## src/rtl/wdog_pkg.sv

```systemverilog
package wdog_pkg;
    localparam int BUS_W = 32;

    typedef enum logic [2:0] {
        IDX_COUNT   = 3'd0,
        IDX_LOAD    = 3'd1,
        IDX_RESTART = 3'd2,
        IDX_CTRL    = 3'd3,
        IDX_STATUS  = 3'd4,
        IDX_CLEAR   = 3'd5,
        IDX_PLEN    = 3'd6,
        IDX_REV     = 3'd7
    } reg_idx_e;

    typedef struct packed {
        logic clk_sel;
        logic ext_en;
        logic irq_en;
        logic rst_en;
        logic run;
    } ctrl_t;

    localparam logic [BUS_W-1:0] RESTART_KEY = 32'h0000_5AB9;
    localparam logic [BUS_W-1:0] LOAD_INIT   = 32'h03EF_1480;
    localparam logic [BUS_W-1:0] REV_VALUE   = 32'h0001_0601;
    localparam int STATUS_BIT = 1;
endpackage

```

## src/rtl/wdog_count.sv

```systemverilog
module wdog_count #(
    parameter int CNT_W = 32
) (
    input  logic             clk,
    input  logic             rst,
    input  logic             run,
    input  logic             tick,
    input  logic             load_req,
    input  logic [CNT_W-1:0] load_val,
    output logic [CNT_W-1:0] cnt,
    output logic             fire
);
    localparam logic [CNT_W-1:0] ONE = CNT_W'(1);

    logic armed;

    assign fire = run && tick && armed && (cnt <= ONE) && !load_req;

    always_ff @(posedge clk) begin
        if (rst) begin
            cnt   <= '0;
            armed <= 1'b0;
        end else if (load_req) begin
            cnt   <= load_val;
            armed <= 1'b1;
        end else if (run && tick) begin
            if (fire) begin
                cnt   <= '0;
                armed <= 1'b0;
            end else if (cnt != '0) begin
                cnt <= cnt - ONE;
            end
        end
    end

    // one tick lowers the count by exactly one
    p_step_r5: assert property (@(posedge clk) disable iff (rst)
        (run && tick && !load_req && cnt > ONE) |=> (cnt == $past(cnt) - ONE));
    // an expired count stays at zero until reloaded
    p_hold_zero_r8: assert property (@(posedge clk) disable iff (rst)
        (cnt == '0 && !load_req) |=> (cnt == '0));
    // a stopped timer keeps its count
    p_frozen_r6: assert property (@(posedge clk) disable iff (rst)
        (!run && !load_req) |=> $stable(cnt));
endmodule

```

## src/rtl/wdog_pulse.sv

```systemverilog
module wdog_pulse #(
    parameter int LEN_W = 8
) (
    input  logic             clk,
    input  logic             rst,
    input  logic             trig,
    input  logic [LEN_W-1:0] len,
    output logic             pulse
);
    logic [LEN_W-1:0] remain;

    always_ff @(posedge clk) begin
        if (rst)
            remain <= '0;
        else if (trig)
            remain <= len;
        else if (remain != '0)
            remain <= remain - LEN_W'(1);
    end

    assign pulse = (remain != '0);

    // pulse begins the cycle after its trigger when length is nonzero
    p_pulse_start_r11: assert property (@(posedge clk) disable iff (rst)
        trig |=> (pulse == ($past(len) != '0)));
    // with no trigger and an idle counter, no pulse appears
    p_pulse_idle_r12: assert property (@(posedge clk) disable iff (rst)
        (!trig && !pulse) |=> !pulse);
endmodule

```

## src/rtl/wdog_regs.sv

```systemverilog
module wdog_regs
    import wdog_pkg::*;
#(
    parameter int ADDR_W = 8,
    parameter int CNT_W  = 32,
    parameter int PLEN_W = 8
) (
    input  logic              clk,
    input  logic              rst,
    input  logic              bus_sel,
    input  logic              bus_wr,
    input  logic [ADDR_W-1:0] bus_addr,
    input  logic [BUS_W-1:0]  bus_wdata,
    output logic [BUS_W-1:0]  bus_rdata,
    input  logic [CNT_W-1:0]  cnt,
    input  logic              fire,
    output ctrl_t             ctrl_q,
    output logic              status_q,
    output logic [PLEN_W-1:0] plen_q,
    output logic              load_req,
    output logic [CNT_W-1:0]  load_q
);
    localparam int IDX_LO = 2;
    localparam int IDX_HI = 4;

    logic     mapped;
    reg_idx_e idx;
    logic     wr_en;
    logic     clr_hit;
    ctrl_t    wctrl;

    assign mapped  = (bus_addr[1:0] == 2'b00) && (bus_addr[ADDR_W-1:IDX_HI+1] == '0);
    assign idx     = reg_idx_e'(bus_addr[IDX_HI:IDX_LO]);
    assign wr_en   = bus_sel && bus_wr && mapped;
    assign wctrl   = ctrl_t'(bus_wdata[4:0]);
    assign clr_hit = wr_en && (idx == IDX_CLEAR) && bus_wdata[STATUS_BIT];

    always_comb begin
        load_req = 1'b0;
        if (wr_en && idx == IDX_CTRL && wctrl.run && !ctrl_q.run)
            load_req = 1'b1;
        if (wr_en && idx == IDX_RESTART && ctrl_q.run && bus_wdata == RESTART_KEY)
            load_req = 1'b1;
    end

    always_ff @(posedge clk) begin
        if (rst) begin
            ctrl_q <= '0;
            load_q <= CNT_W'(LOAD_INIT);
            plen_q <= '1;
        end else if (wr_en) begin
            case (idx)
                IDX_LOAD: load_q <= bus_wdata[CNT_W-1:0];
                IDX_CTRL: ctrl_q <= wctrl;
                IDX_PLEN: plen_q <= bus_wdata[PLEN_W-1:0];
                default:  ;
            endcase
        end
    end

    always_ff @(posedge clk) begin
        if (rst)
            status_q <= 1'b0;
        else if (fire)
            status_q <= 1'b1;
        else if (clr_hit)
            status_q <= 1'b0;
    end

    always_comb begin
        bus_rdata = '0;
        if (mapped) begin
            case (idx)
                IDX_COUNT:  bus_rdata = ctrl_q.run ? BUS_W'(cnt) : BUS_W'(load_q);
                IDX_LOAD:   bus_rdata = BUS_W'(load_q);
                IDX_CTRL:   bus_rdata = BUS_W'(ctrl_q);
                IDX_STATUS: bus_rdata = BUS_W'(status_q) << STATUS_BIT;
                IDX_PLEN:   bus_rdata = BUS_W'(plen_q);
                IDX_REV:    bus_rdata = REV_VALUE;
                default:    bus_rdata = '0;
            endcase
        end
    end

    // expiry always leaves the status flag set
    p_fire_sets_r8: assert property (@(posedge clk) disable iff (rst)
        fire |=> status_q);
    // status only falls after a write-one clear
    p_status_sticky_r9: assert property (@(posedge clk) disable iff (rst)
        (status_q && !clr_hit) |=> status_q);
    // a second enable while running never reloads
    p_no_rearm_r6: assert property (@(posedge clk) disable iff (rst)
        (ctrl_q.run && idx == IDX_CTRL && wr_en) |-> !load_req);
endmodule

```

## src/rtl/wdog_top.sv

```systemverilog
module wdog_top
    import wdog_pkg::*;
#(
    parameter int ADDR_W = 8,
    parameter int CNT_W  = 32,
    parameter int PLEN_W = 8
) (
    input  logic              clk,
    input  logic              rst,
    input  logic              tick_en,
    input  logic              bus_sel,
    input  logic              bus_wr,
    input  logic [ADDR_W-1:0] bus_addr,
    input  logic [31:0]       bus_wdata,
    output logic [31:0]       bus_rdata,
    output logic              wd_irq,
    output logic              wd_sysrst_req,
    output logic              wd_ext_pulse
);
    localparam int N_PULSE = 2;

    ctrl_t              ctrl_q;
    logic               status_q;
    logic [PLEN_W-1:0]  plen_q;
    logic               load_req;
    logic [CNT_W-1:0]   load_q;
    logic [CNT_W-1:0]   cnt;
    logic               fire;
    logic [N_PULSE-1:0] trig;
    logic [N_PULSE-1:0] pulses;

    wdog_regs #(.ADDR_W(ADDR_W), .CNT_W(CNT_W), .PLEN_W(PLEN_W)) u_regs (
        .clk(clk), .rst(rst),
        .bus_sel(bus_sel), .bus_wr(bus_wr), .bus_addr(bus_addr),
        .bus_wdata(bus_wdata), .bus_rdata(bus_rdata),
        .cnt(cnt), .fire(fire),
        .ctrl_q(ctrl_q), .status_q(status_q), .plen_q(plen_q),
        .load_req(load_req), .load_q(load_q)
    );

    wdog_count #(.CNT_W(CNT_W)) u_count (
        .clk(clk), .rst(rst), .run(ctrl_q.run), .tick(tick_en),
        .load_req(load_req), .load_val(load_q), .cnt(cnt), .fire(fire)
    );

    assign trig = {fire && ctrl_q.ext_en, fire && ctrl_q.rst_en};

    for (genvar g = 0; g < N_PULSE; g++) begin : g_pulse
        wdog_pulse #(.LEN_W(PLEN_W)) u_pulse (
            .clk(clk), .rst(rst), .trig(trig[g]), .len(plen_q), .pulse(pulses[g])
        );
    end

    assign wd_sysrst_req = pulses[0];
    assign wd_ext_pulse  = pulses[1];
    assign wd_irq        = status_q && ctrl_q.irq_en;
endmodule

```

## config.mk

```make
export PLATFORM = sky130hd
export DESIGN_NAME = wdog_top
export DESIGN_NICKNAME = d
export VERILOG_FILES = /design/src/rtl/wdog_pkg.sv /design/src/rtl/wdog_count.sv /design/src/rtl/wdog_pulse.sv /design/src/rtl/wdog_regs.sv /design/src/rtl/wdog_top.sv
export SDC_FILE = /design/constraint.sdc
export NUM_CORES = 1
export LEC_CHECK = 0
export BUFFER_PORTS_ARGS = -buffer_cell sky130_fd_sc_hd__buf_2
export CORE_MARGIN = 8
export CORE_UTILIZATION = 60
export DETAILED_ROUTE_END_ITERATION = 10
export PLACE_DENSITY = 0.93
export REMOVE_ABC_BUFFERS = 1
export SLEW_MARGIN = 30
export SYNTH_ARGS = -nofsm -noshare
export SYNTH_HDL_FRONTEND = slang
export SYNTH_SLANG_ARGS = --single-unit
export TNS_END_PERCENT = 20
```

## constraint.sdc

```tcl
create_clock -name clk -period 6.1 [get_ports clk]
set_input_delay 1.525 -clock clk [delete_from_list [all_inputs] [get_ports clk]]
set_output_delay 1.525 -clock clk [all_outputs]
set_load 0.005 [all_outputs]
```

==> flow_metrics.tcl <==
set metrics [dict create \
    r2r_slack_ns 2.59 \
    post_cts_buffers 0 \
    diodes 0 \
    cp.required_ns 4.58 \
    finalSetupTns_ns 0 \
    worst_slack_ns 1.24 \
    io_pins 80 \
    grt_pass1_wl_um 27300 \
    leakagePower_nw 2.43 \
    synthSimpleGateAreaFrac_pct 29.6 \
    hold_viol 0 \
    synth_cells 691 \
    drt_wl_total_um 16600 \
    cts.clk_slew.worst_paths_ns 0.10 \
    hold_start "u_count.armed" \
    wire_per_inst_um 19.4 \
    grt_setup_unrepaired "no" \
    htreeDepth 3 \
    min_to "u_count.armed" \
    netlist.area_leader.share_pct 35.4 \
    r2r_cells 8 \
    grt.overflow.total 0 \
    synth_top_area_cell "dfxtp_1" \
    finalCritPeriodShare_pct 79.7 \
    dieWidth_um 111 \
    ctsRootBufferMaster "clkbuf_8" \
    grt_max_degree 57 \
    tightest_slew_ns 0.887 \
    holdCritPathClass "reg -> reg" \
    route.detailed.drc 0 \
    synth_seq_cells 95 \
    worstPathMaxFanout 22 \
    synth-xor-area-share_pct 1.96 \
    skew_ns 0.0176 \
    holdPathStages 2 \
    max_stage_delay_ns 0.62 \
    worst_setup_path_end_kind "primary output" \
    yosys_warnings 0 \
    dieArea_um2 12200 \
    status "completed" \
    core_um2 8720 \
    critPathSlowestCell "nor3_2" \
    cts_sinks 95 \
    viasPerCell 6.75 \
    slew-limit-headroom_pct 40.8 \
    placed_cell_area_um2 5770 \
    cts_tree "yes" \
    post-place-ws_ns 1.30 \
    r2r-start "u_count.cnt[0]" \
    synth_fa_ha_area_share_pct 1.17 \
    pwr_density_cell_nw_per_um2 245 \
    start_kind "input pin" \
    final_area_um2 5980 \
    antenna_found_initial 0 \
    synth_flop_cell "dfxtp_1" \
    cpMostUsedCell "buf_2" \
    dp_hpwl_um 11400 \
    track_usage_pct 26.2 \
    cts-hold-fix-buffers 0 \
    chipHeight_um 111 \
    synth_area_per_cell_um2 7.77 \
    r2r-end "u_count.cnt[12]" \
    post_cts_resized 0 \
    cts.path.max_buffers 2 \
    drtIter0Drc 731 \
    synth_area_um2 5370 \
    insertion_delay_ns 0.39 \
    syn2layout_area_growth_pct 11.4 \
    vdd_ir_drop_max_v 0.000117 \
    yosysMostFrequentCell "nand2_1" \
    max_freq_ghz 0.206 \
    arrival_ns 3.34 \
    crit_type "in -> out" \
    max_cap_viol_count 0 \
    synth_edf_count 0 \
    synth_compound_area_share_pct 24.5 \
    cp_cell_sequence "buf_2 -> nor2b_1 -> nor3_2 -> buf_4 -> a22oi_1 -> a21oi_1 -> buf_2" \
    vias 5779 \
    nets 793 \
    cts_buffers 9 \
    synthTopCellsByArea "dfxtp_1 35%, nand2_1 8.8%, nor2_1 5.7%, a22oi_1 4.9%, a21oi_1 4.4%" \
    start_util_pct 61.5 \
    final_max_slew_viol_count 0 \
    first_pass_iters 6 \
    synth_mux_area_share_pct 2.98 \
    synth_cell_types 66 \
    ys_seq_area_share_pct 35.4 \
    synth_common_cells "126 x nand2_1, 95 x dfxtp_1, 82 x nor2_1, 47 x a21oi_1" \
    drive_above_1_share_pct 17.9 \
    place.gp.congestion 0.979 \
    antenna_left 0 \
    fill_cells 673 \
    finalSetupViolations 0 \
    synth_top_family_by_area "simple AND/OR/NAND/NOR gates" \
    portBuffers 79 \
    post-route-min-period_ns 4.86 \
    rows 34 \
    grt_pass1_vias 5657 \
    synthArstFlopShare_pct 0 \
]
[stage by stage]
stage                     instances  utilization [%]  power (mW)  hold WS [ns]
after global placement          840             66.1        1.01         0.441
after CTS                       856             68.5        1.46         0.472
after floorplan                 646                -       0.945         0.429
after global routing            856             68.6        1.53         0.494
final                           856             68.6        1.47         0.478
after detailed placement        840             66.2        1.05         0.455
[flip-flops by register name (all words and copies together), names as in the netlist]
signal / flops
u_regs.load_q: 32
u_regs.status_q: 1
u_regs.ctrl_q: 5
u_count.armed: 1
g_pulse.u_pulse.remain: 16
u_count.cnt: 32
u_regs.plen_q: 8
[worst max-delay path: cells and delay by family]
family | cells | cell delay (ns)
AOI/OAI and AO/OA | 2 | 0.29
and+or+nand+nor | 2 | 0.74
buffers and inverters | 3 | 0.77
[power breakdown]
part	leakage [nW]	total, mW	internal, mW	switching [mW]
clock network	0.104	0.432	0.165	0.267
logic	1.55	0.352	0.159	0.193
registers	0.769	0.685	0.655	0.0298
[layout make-up]
| cell class | instances | area, um2 | area share [%] |
|---|---|---|---|
| well taps | 108 | 135 | 2.26 |
| multi-input cells | 539 | 3250 | 54.3 |
| clock inverters | 7 | 81.3 | 1.36 |
| repair buffers | 86 | 448 | 7.49 |
| inverters | 12 | 45.0 | 0.753 |
| flip-flops and latches | 95 | 1900 | 31.8 |
| clock buffers | 9 | 124 | 2.07 |
[worst max-delay path by stage]
stage               slack (ns)   startpoint            end
global route              1.17  bus_addr[2]  bus_rdata[16]
global placement          1.41  bus_addr[2]  bus_rdata[26]
CTS                       1.29  bus_addr[2]  bus_rdata[10]
floorplan                 0.80  bus_addr[4]   bus_rdata[5]
finish                    1.24  bus_addr[2]  bus_rdata[10]
detailed placement        1.30  bus_addr[2]  bus_rdata[10]
[placed cells by master (no fill, tap or decap), types with 7 or more instances in the layout]
| master | netlist | routed |
|---|---|---|
| nand2_1 | 126 | 125 |
| dfxtp_1 | 95 | 95 |
| nor2_1 | 82 | 82 |
| buf_2 | 5 | 79 |
| a21oi_1 | 47 | 47 |
| nand3_1 | 35 | 35 |
| a22oi_1 | 35 | 35 |
| o211ai_1 | 20 | 20 |
| mux2i_1 | 16 | 16 |
| inv_1 | 12 | 12 |
| nor3_1 | 14 | 11 |
| nor4_1 | 10 | 10 |
| clkbuf_8 | 0 | 9 |
| or3_1 | 8 | 8 |
| o21ai_0 | 8 | 8 |
| o31ai_1 | 8 | 8 |
| nand4_1 | 7 | 7 |
| xnor2_1 | 7 | 7 |
| buf_4 | 3 | 7 |
[logic make-up after synthesis]
kind of cell | Yosys count
mux | 16
buf+inv | 57
xor+xnor | 12
flops | 95
fa+ha+maj | 5
simple gates | 328
compound gates | 178
[per-layer routing]
metal  routed length, um  global-route usage [%]
met5                   0                       0
met4                 793                    12.3
met1                6150                    31.0
met3                1740                    4.49
met2                7920                    44.7
Note: power is estimated with default switching activity, not from simulation.
